`config.mk`:
```
export PLATFORM = sky130hd
export DESIGN_NAME = usart_clkgen
export DESIGN_NICKNAME = d
export VERILOG_FILES = /design/src/rtl/usart_clkgen_pkg.sv /design/src/rtl/usart_clkgen_divreg.sv /design/src/rtl/usart_clkgen_presc.sv /design/src/rtl/usart_clkgen_postdiv.sv /design/src/rtl/usart_clkgen_xsync.sv /design/src/rtl/usart_clkgen.sv
export SDC_FILE = /design/constraint.sdc
export NUM_CORES = 1
export LEC_CHECK = 0
export BUFFER_PORTS_ARGS = -buffer_cell sky130_fd_sc_hd__clkbuf_2
export CORE_UTILIZATION = 47
export DETAILED_ROUTE_END_ITERATION = 10
export PLACE_DENSITY = 0.66
export SYNTH_ARGS = -nofsm -noshare
export SYNTH_HDL_FRONTEND = slang
export SYNTH_SLANG_ARGS = --single-unit
```
`constraint.sdc`:
```
create_clock -name clk -period 4.9 [get_ports clk]
set_input_delay 0.245 -clock clk [delete_from_list [all_inputs] [get_ports clk]]
set_output_delay 0.245 -clock clk [all_outputs]
set_load 0.02 [all_outputs]
```
`src/rtl/usart_clkgen_pkg.sv`:
```
package usart_clkgen_pkg;

  typedef enum logic [1:0] {
    UCM_ASYNC_X16 = 2'd0,
    UCM_ASYNC_X8  = 2'd1,
    UCM_SYNC_MST  = 2'd2,
    UCM_SYNC_SLV  = 2'd3
  } ucm_mode_e;

  function automatic ucm_mode_e ucm_decode(input logic sync_sel,
                                           input logic dbl,
                                           input logic dir_out);
    ucm_mode_e m;
    if (!sync_sel) m = dbl ? UCM_ASYNC_X8 : UCM_ASYNC_X16;
    else           m = dir_out ? UCM_SYNC_MST : UCM_SYNC_SLV;
    return m;
  endfunction

endpackage

```
`src/rtl/usart_clkgen_divreg.sv`:
```
module usart_clkgen_divreg #(
  parameter int DIV_W = 12,
  parameter int BUS_W = 8
) (
  input  logic             clk,
  input  logic             rst_n,
  input  logic             wr_lo,
  input  logic             wr_hi,
  input  logic [BUS_W-1:0] wdata,
  output logic [DIV_W-1:0] div_val,
  output logic             load,
  output logic [DIV_W-1:0] load_val
);
  localparam int HI_W = DIV_W - BUS_W;

  logic [HI_W-1:0]  hi_q, hi_d;
  logic [BUS_W-1:0] lo_q, lo_d;

  always_comb begin
    hi_d = hi_q;
    lo_d = lo_q;
    if (wr_hi) hi_d = wdata[HI_W-1:0];
    if (wr_lo) lo_d = wdata;
  end

  always_ff @(posedge clk or negedge rst_n) begin
    if (!rst_n) begin
      hi_q <= '0;
      lo_q <= '0;
    end else begin
      if (wr_hi) hi_q <= hi_d;
      if (wr_lo) lo_q <= lo_d;
    end
  end

  // Restart value combines the stored high part with the incoming low byte.
  assign div_val  = {hi_q, lo_q};
  assign load     = wr_lo;
  assign load_val = {hi_q, wdata};

endmodule

```
`src/rtl/usart_clkgen_presc.sv`:
```
module usart_clkgen_presc #(
  parameter int DIV_W = 12
) (
  input  logic             clk,
  input  logic             rst_n,
  input  logic [DIV_W-1:0] div_val,
  input  logic             load,
  input  logic [DIV_W-1:0] load_val,
  output logic             tick
);
  logic [DIV_W-1:0] cnt_q, cnt_d;
  logic             at_zero;

  assign at_zero = (cnt_q == '0);

  always_comb begin
    if (load)         cnt_d = load_val;
    else if (at_zero) cnt_d = div_val;
    else              cnt_d = cnt_q - 1'b1;
  end

  always_ff @(posedge clk or negedge rst_n) begin
    if (!rst_n) cnt_q <= '0;
    else        cnt_q <= cnt_d;
  end

  assign tick = at_zero;

endmodule

```
`src/rtl/usart_clkgen_postdiv.sv`:
```
module usart_clkgen_postdiv #(
  parameter int PDIV_W = 4
) (
  input  logic              clk,
  input  logic              rst_n,
  input  logic              tick,
  output logic [PDIV_W-1:0] phase
);
  logic [PDIV_W-1:0] ph_q, ph_d;

  always_comb ph_d = ph_q + 1'b1;

  always_ff @(posedge clk or negedge rst_n) begin
    if (!rst_n)    ph_q <= '0;
    else if (tick) ph_q <= ph_d;
  end

  assign phase = ph_q;

endmodule

```
`src/rtl/usart_clkgen_xsync.sv`:
```
module usart_clkgen_xsync #(
  parameter int SYNC_STAGES = 2
) (
  input  logic clk,
  input  logic rst_n,
  input  logic enable,
  input  logic pin_in,
  output logic rise,
  output logic fall
);
  logic [SYNC_STAGES-1:0] stg_q, stg_d;
  logic                   last_q, last_d;

  always_comb begin
    stg_d[0] = enable ? pin_in : 1'b0;
    last_d   = enable ? stg_q[SYNC_STAGES-1] : 1'b0;
  end

  genvar g;
  generate
    for (g = 1; g < SYNC_STAGES; g++) begin : g_stage
      assign stg_d[g] = enable ? stg_q[g-1] : 1'b0;
    end
  endgenerate

  always_ff @(posedge clk or negedge rst_n) begin
    if (!rst_n) begin
      stg_q  <= '0;
      last_q <= 1'b0;
    end else begin
      stg_q  <= stg_d;
      last_q <= last_d;
    end
  end

  assign rise = stg_q[SYNC_STAGES-1] & ~last_q;
  assign fall = ~stg_q[SYNC_STAGES-1] & last_q;

endmodule

```
`src/rtl/usart_clkgen.sv`:
```
module usart_clkgen
  import usart_clkgen_pkg::*;
#(
  parameter int DIV_W       = 12,
  parameter int BUS_W       = 8,
  parameter int PDIV_W      = 4,
  parameter int SYNC_STAGES = 2
) (
  input  logic              clk,
  input  logic              rst_n,
  input  logic              div_wr_lo,
  input  logic              div_wr_hi,
  input  logic [BUS_W-1:0]  div_wdata,
  input  logic              sync_sel,
  input  logic              dbl_speed,
  input  logic              xck_dir_out,
  input  logic              clk_pol,
  input  logic              xck_in,
  output logic              xck_out,
  output logic              xck_oe,
  output logic              tx_tick,
  output logic              rx_tick,
  output logic [PDIV_W:0]   rx_spb
);
  localparam int          DBL_W    = PDIV_W - 1;
  localparam logic [PDIV_W:0] SPB_X16 = (PDIV_W+1)'(1) << PDIV_W;
  localparam logic [PDIV_W:0] SPB_X8  = (PDIV_W+1)'(1) << DBL_W;
  localparam logic [PDIV_W:0] SPB_SYN = (PDIV_W+1)'(2);

  ucm_mode_e          mode;
  logic [DIV_W-1:0]   div_val, load_val;
  logic               load, ptick, xrise, xfall, slave_en;
  logic [PDIV_W-1:0]  phase;

  assign mode     = ucm_decode(sync_sel, dbl_speed, xck_dir_out);
  assign slave_en = (mode == UCM_SYNC_SLV);

  usart_clkgen_divreg #(.DIV_W(DIV_W), .BUS_W(BUS_W)) u_divreg (
    .clk(clk), .rst_n(rst_n), .wr_lo(div_wr_lo), .wr_hi(div_wr_hi),
    .wdata(div_wdata), .div_val(div_val), .load(load), .load_val(load_val)
  );

  usart_clkgen_presc #(.DIV_W(DIV_W)) u_presc (
    .clk(clk), .rst_n(rst_n), .div_val(div_val), .load(load),
    .load_val(load_val), .tick(ptick)
  );

  usart_clkgen_postdiv #(.PDIV_W(PDIV_W)) u_postdiv (
    .clk(clk), .rst_n(rst_n), .tick(ptick), .phase(phase)
  );

  usart_clkgen_xsync #(.SYNC_STAGES(SYNC_STAGES)) u_xsync (
    .clk(clk), .rst_n(rst_n), .enable(slave_en), .pin_in(xck_in),
    .rise(xrise), .fall(xfall)
  );

  always_comb begin
    tx_tick = 1'b0;
    rx_tick = 1'b0;
    xck_out = 1'b0;
    xck_oe  = 1'b0;
    rx_spb  = SPB_SYN;
    unique case (mode)
      UCM_ASYNC_X16: begin
        rx_tick = ptick;
        tx_tick = ptick & (&phase);
        rx_spb  = SPB_X16;
      end
      UCM_ASYNC_X8: begin
        rx_tick = ptick;
        tx_tick = ptick & (&phase[DBL_W-1:0]);
        rx_spb  = SPB_X8;
      end
      UCM_SYNC_MST: begin
        xck_oe  = 1'b1;
        xck_out = phase[0];
        rx_tick = ptick;
        tx_tick = ptick & (phase[0] == clk_pol);
      end
      default: begin
        tx_tick = clk_pol ? xfall : xrise;
        rx_tick = clk_pol ? xrise : xfall;
      end
    endcase
  end

endmodule

```
==> impl_metrics.tcl, run 1 <==
set metrics [dict create \
    status "completed" \
    fin_nets 208 \
    antenna_found_initial 0 \
    crit_type "reg2out" \
    initial_core_util_pct 49.18 \
    grt_first_pass_wirelength_mm 5.175 \
    grt_pass1_vias 1191 \
    fin_crit_sh_pct 58.79 \
    utilization_pct 55.21 \
    start_kind "flop" \
    vias 1256 \
    clock_latency_ps 330 \
    gr-total-overflow 0 \
    diodes 0 \
    synth_area_um2 1654 \
    worst_slew_pin_slew_ps 750.9 \
    cpLargestDelayFamily "simple AND/OR/NAND/NOR gates" \
    routed_wl_mm 3.089 \
    cts.clk_slew.worst_paths_ps 90 \
    cp.required_ps 4660 \
    rsz0062_at_grt "no" \
    path_buf_inv 2 \
    synthFlopType "dfrtp_1" \
    maxCapViolations 0 \
    die-area_um2 3761 \
    root_buffer "clkbuf_4" \
    gp_congestion 0.9108 \
    synthXorXnorAreaFrac_pct 4.766 \
    fin_area_um2 1857 \
    cts_tree "built" \
    setup_viol 0 \
    synthTopCellsByArea "dfrtp_1 (47%), mux2_2 (5.4%), nand2_1 (3.4%), nor2_1 (3.2%), xor2_1 (3.2%)" \
    h-tree-depth 2 \
    grt_usage_pct 19.32 \
    synth_cells 163 \
    port_buffers 23 \
    cts_sinks 31 \
    dpl_cell_area_um2 1778 \
    via_per_inst 5.368 \
    cp_max_fo 20 \
    crit_arrival_ps 2640 \
    post_cts_buffers 0 \
    period_minus_slack_ps 2881 \
    firstDrtPassIters 4 \
    synthSimpleGateAreaFrac_pct 21.48 \
    clockBufferDepth 2 \
    io_pins 26 \
    cts_buffers 5 \
    synth_top_family_by_area "simple AND/OR/NAND/NOR gates" \
    fin_skew_ps 4.403 \
    yosys_warnings 0 \
    synthAdderAreaFrac_pct 3.026 \
    slowest_stage "nand4_2" \
    synth_compound_area_share_pct 11.95 \
    die_h_um 61.33 \
    crit_chain "inv_1, ha_1, nor3b_1, nand4_2, o31ai_1, clkbuf_2" \
    ys_seq_elements 31 \
    max_freq_ghz 0.3471 \
    core_um2 3363 \
    syn2layout_area_growth_pct 12.25 \
    min_path_type "in2reg" \
    vdd_drop_max_v 0.0001514 \
    synth-seq-area-share_pct 46.90 \
    pwr_density_cell_nw_per_um2 306.6 \
    placed_cells 225 \
    drive_above_1_share_pct 23.94 \
    worst_setup_path_end_kind "output port" \
    muxShareOfSynthArea_pct 6.657 \
    slowest_delay_ps 550 \
    post-place-ws_ps 2427 \
    synth_cell_type_count 43 \
    detail-route-antenna-nets 0 \
    hold_viol_final 0 \
    place_hpwl_mm 2.201 \
    wl_per_cell_um 13.20 \
    num_rows 21 \
    drcViolationCount 0 \
    power_uw 569.3 \
    die_w_um 61.33 \
    yosys.area.top_type "dfrtp_1" \
    final.setup.worst_slack_ps 2019 \
    async_flop_share_pct 100.0 \
    fin_tns_setup_ps 0 \
    synth_edf_count 0 \
    stdcell_count 234 \
    synth_top_area_share_pct 46.90 \
    slew_headroom_pct 49.94 \
    cellLeakagePower_nw 0.8729 \
    grt_max_degree 32 \
    syn_area_per_cell_um2 10.15 \
    dr.first_iter.drc_count 46 \
    hold-worst-slack_ps 131.8 \
    slew_viol_final 0 \
]
## metal layers
layer / track usage, % / wire [um] / vias up
met1: 23.80 / 1452 / 593
met4: 9.740 / 60 / 0
li1: - / - / 624
met2: 30.28 / 1402 / 33
met3: 6.513 / 174 / 6
met5: 0 / 0 / -
## synthesized netlist by cell type (2+ instances only)
cell type	instances
buf_6	2
nand2_1	15
mux2_2	8
buf_4	2
clkbuf_1	4
nand3_1	5
dfrtp_1	31
nand2b_1	2
ha_1	4
and3_1	2
a21oi_1	5
nor2_1	14
xor2_1	6
o311ai_0	2
nor3b_1	3
nor3_1	2
inv_1	8
and2_1	4
nor2b_1	4
a31o_2	2
nor4b_1	2
xnor2_1	3
nand4_1	2
mux2i_1	2
nor4_1	2
o21ai_0	10
## cells in the final DEF (no fill, tap or decap), drive strengths merged, types with 2 or more instances in the layout
master	Yosys	final
dfrtp	31	31
clkbuf	4	31
nand2	15	15
nor2	14	14
o21ai	10	10
inv	8	8
mux2	8	8
xor2	6	6
a21oi	5	5
nand3	5	5
nor2b	4	4
and2	4	4
ha	4	4
nor3b	3	3
xnor2	3	3
nand4	3	3
and3	3	3
nor4	3	3
mux2i	2	2
nand2b	2	2
nor4b	2	2
a31o	2	2
o311ai	2	2
nor3	2	2
conb	1	2
o31ai	2	2
## worst register-to-register path, stage by stage (launching register included)
cell       delay [ps]
dfrtp_1           420
inv_1             120
ha_1              180
nor3b_1           450
nand4_2           550
and3_1            350
a2111oi_1         360
## power breakdown
part           leakage (nW)  internal [mW]  switching, mW
registers             0.383          0.280         0.0249
logic                 0.452         0.0441         0.0532
clock network        0.0386         0.0844         0.0830
total                 0.873          0.408          0.161
## area by class of cell
class	instances	area, um^2
clock buffer	8	68.82
fill	319	1506
inverter	8	30.03
multi-input combinational	117	799.5
sequential	31	775.7
tap	46	57.56
timing repair buffer	24	125.1
## flip-flops by register name (all words and copies together) (netlist names)
signal / flops
u_divreg.hi_q: 4
u_divreg.lo_q: 8
u_xsync.stg_q: 2
u_xsync.last_q: 1
u_postdiv.phase: 4
u_presc.cnt_q: 12
## timing repair
action	CTS	global route
hold endpoints to repair	31	0
hold buffers	1	0
gates resized for setup	0	0
endpoints found under the setup margin	0	0
## cells by family (layout without fill, tap and decap cells)
kind of cell	Yosys count	count (layout)
simple gates	63	63
other cells	1	2
xor+xnor	9	9
buf+inv	16	40
flops	31	31
mux	10	10
fa+ha+maj	4	4
compound gates	29	29
## final timing paths
kind / start / endpoint / slack (ps) / cells after the start
max: u_presc.cnt_q[0] / tx_tick / 2020 / 6
min: xck_in / u_xsync.stg_q[0] / 130 / 2
max reg2reg: u_presc.cnt_q[0] / u_presc.cnt_q[9] / 2360 / 6
min reg2reg: u_xsync.stg_q[0] / u_xsync.stg_q[1] / 460 / 1
max in group asynchronous: rst_n / u_divreg.lo_q[0] / 3910 / 2
min in group asynchronous: rst_n / u_presc.cnt_q[3] / 520 / 2
Power figures use the tool's default switching activity.
==> inputs of run 2 (changes only) <==
--- a/config.mk
+++ b/config.mk
@@ -5,6 +5,7 @@
 export SDC_FILE = /design/constraint.sdc
 export NUM_CORES = 1
 export LEC_CHECK = 0
+export ABC_AREA = 1
 export BUFFER_PORTS_ARGS = -buffer_cell sky130_fd_sc_hd__clkbuf_2
 export CORE_UTILIZATION = 47
 export DETAILED_ROUTE_END_ITERATION = 10
==> constraint.sdc (replaced) <==
create_clock -name clk -period 3 [get_ports clk]
set_input_delay 0.15 -clock clk [delete_from_list [all_inputs] [get_ports clk]]
set_output_delay 0.15 -clock clk [all_outputs]
set_load 0.02 [all_outputs]
==> impl_metrics.tcl, run 2 <==
set metrics [dict create \
    layout_commonest_cell "nand2_1" \
    dr.first_iter.drc_count 39 \
    setup_viol 0 \
    syn_area_per_cell_um2 7.828 \
    fill_cells 317 \
    routed_wl_mm 3.191 \
    synth.most_common_cell "nand2_1" \
    yosys.area.top_type "dfrtp_1" \
    mostFrequentLayoutCells "nand2_1 (67), dfrtp_1 (31), inv_1 (26), nor2_1 (24), clkbuf_2 (23)" \
    cts_sinks 31 \
    grt_max_degree 32 \
    gp_congestion 0.8612 \
    vdd_drop_max_v 0.0002907 \
    critPathLaunch "u_presc.cnt_q[0]" \
    synth_edf_count 0 \
    r2r_start "u_presc.cnt_q[0]" \
    antenna_found_initial 0 \
    drcViolationCount 0 \
    port_buffers 23 \
    grt_first_pass_wirelength_mm 5.713 \
    fin_skew_ps 6.316 \
    fin_nets 268 \
    maxCapViolations 0 \
    worst_setup_path_end_kind "output port" \
    synthTopCellsByArea "dfrtp_1 (45%), nand2_1 (14%), inv_1 (5.6%), nor2_1 (5.2%), o21ai_0 (3.7%)" \
    die_h_um 62.81 \
    firstDrtPassIters 4 \
    vias 1391 \
    rsz0062_at_grt "no" \
    cts.clk_slew.worst_paths_ps 70 \
    h-tree-depth 2 \
    drive_above_1_share_pct 20.16 \
    die-area_um2 3945 \
    pwr_density_cell_nw_per_um2 590.2 \
    synth_area_um2 1738 \
    gr-total-overflow 0 \
    power_mw 1.182 \
    crit_arrival_ps 1750 \
    synth_cell_type_count 28 \
    die_w_um 62.81 \
    detail-route-antenna-nets 0 \
    synth-seq-area-share_pct 44.64 \
    async_flop_share_pct 100.0 \
    syn2layout_area_growth_pct 15.26 \
    yosys_warnings 0 \
    grt_pass1_vias 1310 \
    slew_headroom_pct 49.40 \
    place_hpwl_mm 2.356 \
    io_pins 26 \
    slew_viol_final 0 \
    min_path_type "in2reg" \
    root_buffer "clkbuf_8" \
    diodes 0 \
    crit_type "reg2out" \
    fin_crit_sh_pct 63.39 \
    cts_buffers 5 \
    period_minus_slack_ps 1902 \
    hold_viol_final 0 \
    worst_slew_pin_slew_ps 758.9 \
    initial_core_util_pct 50.49 \
    cp_max_fo 14 \
    max_freq_ghz 0.5259 \
    min-delay-start "xck_in" \
    start_kind "flop" \
    synth_cells 222 \
    synthFlopType "dfrtp_1" \
    cts_tree "built" \
    ys_seq_elements 31 \
    largest_register_ffs 12 \
    synth_commonest_cells "nand2_1 (67), dfrtp_1 (31), inv_1 (26)" \
    wl_per_cell_um 10.85 \
    worstRegToRegCells 9 \
    synth_top_area_share_pct 44.64 \
    status "completed" \
    fin_tns_setup_ps 0 \
    grt_usage_pct 19.19 \
    hold_depth 3 \
    cellLeakagePower_nw 1.070 \
    num_rows 21 \
    post_cts_buffers 0 \
    clockBufferDepth 2 \
    cp.required_ps 2850 \
    top_regs "u_presc.cnt_q (12), u_divreg.lo_q (8)" \
    regMostFlops "u_presc.cnt_q" \
    clock_latency_ps 290 \
    core_um2 3442 \
    via_per_inst 4.731 \
]
run 2: changes by cell type in the layout (fill, tap and decap cells not counted), moves of 4 or more:
cell | before | now
nand3_1 | 5 | 11
nor2b_1 | 4 | 0
nor2_2 | 0 | 6
nand2_1 | 15 | 67
clkbuf_4 | 5 | 0
o21ai_2 | 0 | 4
inv_1 | 8 | 26
mux2_2 | 8 | 4
nand3b_1 | 0 | 4
nor2_1 | 14 | 24
o21ai_1 | 0 | 4
run 2: final timing paths:
kind	endpoint	slack [ps]
setup / recovery	tx_tick	1100
hold / removal	u_xsync.stg_q[0]	50
setup reg to reg	u_presc.cnt_q[1]	1390
hold reg to reg	u_xsync.stg_q[1]	470
max in group asynchronous	u_divreg.lo_q[5]	2050
min in group asynchronous	u_presc.cnt_q[6]	470
run 2: final cells by class:
type / instances / area, um^2 / area share, %
clock buffer: 6 / 72.57 / 3.623
tap: 46 / 57.56 / 2.873
inverter: 27 / 101.3 / 5.059
sequential: 31 / 775.7 / 38.73
multi-input combinational: 158 / 810.8 / 40.47
clock inverter: 2 / 60.06 / 2.998
timing repair buffer: 24 / 125.1 / 6.246
run 2: logic make-up (layout without fill, tap and decap cells):
family                     after synthesis  after routing  synth area share, %
adders and majority gates                4              4                2.880
other                                    1              2               0.2158
DFF                                     31             31                44.64
buffers and inverters                   34             59                8.926
muxes                                    4              4                2.592
and+or+nand+nor                        119            119                30.38
AOI/OAI and AO/OA                       25             25                8.351
xor gates and xnor gates                 4              4                2.016
run 2: repair_timing:
action                                 in CTS  in global routing
hold buffers                                1                  0
endpoints found under the hold margin      31                  0
gates resized for setup                     0                  0
run 2: critical path, stage by stage (launching register included):
cell and delay, ps:
dfrtp_1 380, inv_1 100, ha_1 170, nand3_1 120
nor2_4 180, nand2_4 150, nor2_2 100, nand2_1 50
nand2_1 50, clkbuf_2 160
run 2: power by group:
group,total [mW],internal (mW),switching (mW)
Sequential,0.493,0.461,0.0322
Combinational,0.202,0.0741,0.128
Clock,0.486,0.332,0.155
run 2: layer usage:
metal | routed length, um | track usage (%)
met1 | 1544 | 23.52
met2 | 1447 | 30.57
met3 | 147 | 6.204
met4 | 51 | 8.721
met5 | 0 | 0
run 2: per-stage QoR:
stage / hold WS, ps / worst slack (ps) / std cells / area, um^2 / util [%]
6_report: 54.53 / 1098 / 294 / 2003 / 58.20
3_5_place_dp: 274.8 / 1394 / 285 / 1861 / 54.05
4_1_cts: 50.13 / 1080 / 294 / 2003 / 58.20
2_1_floorplan: -145.6 / 1423 / 223 / 1742 / -
3_3_place_gp: 261.9 / 1439 / 285 / 1861 / 54.05
5_1_grt: 62.40 / 932.5 / 294 / 2003 / 58.20
==> inputs of run 3 (changes only) <==
--- a/config.mk
+++ b/config.mk
@@ -9,7 +9,7 @@
 export BUFFER_PORTS_ARGS = -buffer_cell sky130_fd_sc_hd__clkbuf_2
 export CORE_UTILIZATION = 47
 export DETAILED_ROUTE_END_ITERATION = 10
-export PLACE_DENSITY = 0.66
+export PLACE_DENSITY = 0.68
 export SYNTH_ARGS = -nofsm -noshare
 export SYNTH_HDL_FRONTEND = slang
 export SYNTH_SLANG_ARGS = --single-unit
==> constraint.sdc (replaced) <==
create_clock -name clk -period 1.6 [get_ports clk]
set_input_delay 0.08 -clock clk [delete_from_list [all_inputs] [get_ports clk]]
set_output_delay 0.08 -clock clk [all_outputs]
set_load 0.02 [all_outputs]
==> impl_metrics.tcl, run 3 (synthesis gave the netlist of run 2 again) <==
set metrics [dict create \
    cpLargestDelayFamily "simple AND/OR/NAND/NOR gates" \
    firstDrtPassIters 4 \
    cp_max_fo 6 \
    gp_congestion 0.8582 \
    vdd_drop_max_v 0.0007243 \
    cts_tree "built" \
    wl_per_cell_um 11.11 \
    crit_chain "inv_2, ha_4, nand3_4, nor2_4, nand2_4, nor2_2, nand2_1, nand2_1, clkbuf_8" \
    clockBufferDepth 2 \
    crit_type "reg2out" \
    period_minus_slack_ps 1648 \
    syn2layout_area_growth_pct 23.47 \
    grt_pass1_vias 1406 \
    layout_commonest_cell "nand2_1" \
    crit_arrival_ps 1570 \
    fin_area_um2 2146 \
    regMostFlops "u_presc.cnt_q" \
    diodes 0 \
    min_path_type "in2reg" \
    detail-route-antenna-nets 0 \
    root_buffer "clkbuf_8" \
    multi_input_area_um2 852.1 \
    post-place-ws_ps 65.70 \
    h-tree-depth 2 \
    core_um2 3442 \
    fin_nets 279 \
    initial_core_util_pct 50.49 \
    grt_max_degree 32 \
    largest_register_ffs 12 \
    status "finished with violations" \
    setup_viol 1 \
    place_hpwl_mm 2.437 \
    dr.first_iter.drc_count 54 \
    io_pins 26 \
    final.setup.worst_slack_ps -48.48 \
    max_freq_ghz 0.6066 \
    fin_skew_ps 4.348 \
    stdcell_count 305 \
    fin_tns_setup_ps -48.48 \
    port_buffers 23 \
    placed_cells 289 \
    worst_setup_path_end_kind "output port" \
    num_rows 21 \
    slowest_stage "dfrtp_1" \
    antenna_found_initial 0 \
    drive_above_1_share_pct 26.64 \
    hold_viol_final 0 \
    violations "negative setup slack" \
    fill_cells 314 \
    pwr_density_cell_nw_per_um2 1062 \
    gr-total-overflow 0 \
    drcViolationCount 0 \
    top_regs "u_presc.cnt_q (12), u_divreg.lo_q (8)" \
    grt_usage_pct 19.73 \
    cts_sinks 31 \
    die_w_um 62.81 \
    routed_wl_mm 3.389 \
    die_h_um 62.81 \
    cp.required_ps 1520 \
    grt_first_pass_wirelength_mm 5.954 \
    via_per_inst 4.764 \
    register_area_um2 777.0 \
    rsz0062_at_grt "yes" \
    cts_buffers 5 \
    utilization_pct 62.34 \
    clock_latency_ps 280 \
    dpl_cell_area_um2 1891 \
    vias 1453 \
    path_buf_inv 2 \
    cellLeakagePower_nw 1.122 \
    fin_crit_sh_pct 103.0 \
    start_kind "flop" \
    slew_viol_final 0 \
    maxCapViolations 0 \
    cts.clk_slew.worst_paths_ps 70 \
    mostFrequentLayoutCells "nand2_1 (67), dfrtp_1 (30), inv_1 (24), nor2_1 (21), clkbuf_2 (21)" \
    die-area_um2 3945 \
    cpMostUsedCell "nand2_1" \
    slowest_delay_ps 400 \
]
run 3: tightest hold or removal path, stage by stage:
cell	delay, ps
clkbuf_2	70
nand2_1	60
nand2_1	60
run 3: path summary, 6_finish.rpt:
check | startpoint | to | slack (ps) | depth (start not counted)
setup / recovery | u_presc.cnt_q[0] | tx_tick | -50 | 9
hold / removal | div_wdata[5] | u_presc.cnt_q[5] | 20 | 3
setup reg to reg | u_presc.cnt_q[0] | u_presc.cnt_q[11] | 90 | 8
hold reg to reg | u_divreg.lo_q[6] | u_divreg.lo_q[6] | 470 | 2
max in group asynchronous | rst_n | u_presc.cnt_q[2] | 950 | 3
min in group asynchronous | rst_n | u_divreg.lo_q[7] | 340 | 3
run 3: what timing repair did:
item	4_1_cts	5_1_grt
hold buffers	2	0
hold endpoints to repair	32	0
resized for setup	7	9
pin swaps	4	3
buffers inserted	5	1
setup endpoints to repair	2	4
run 3: report_power, final:
group          leakage (nW)  switching (mW)  internal, mW
Sequential            0.382          0.0650         0.865
Combinational         0.675           0.259         0.175
Clock                0.0644           0.295         0.621
run 3: area by class of cell:
cell class	instances	share of cell area (%)
Sequential cell	31	36.21
Inverter	27	4.723
Clock buffer	5	3.207
Timing Repair Buffer	35	10.32
Tap cell	46	2.682
Clock inverter	3	3.149
Multi-Input combinational cell	158	39.71
run 3: per-stage QoR:
step	total power, mW	hold WS (ps)
2_1_floorplan	1.215	-215.6
3_3_place_gp	1.321	118.0
3_5_place_dp	1.329	114.5
4_1_cts	2.277	17.51
5_1_grt	2.412	24.70
6_report	2.280	22.29
run 3: routing by layer:
metal,part of all wire [%],global-route usage [%]
met4,1.4,6.686
met5,0,0
met1,43,22.09
met3,3.1,5.474
met2,52,35.60
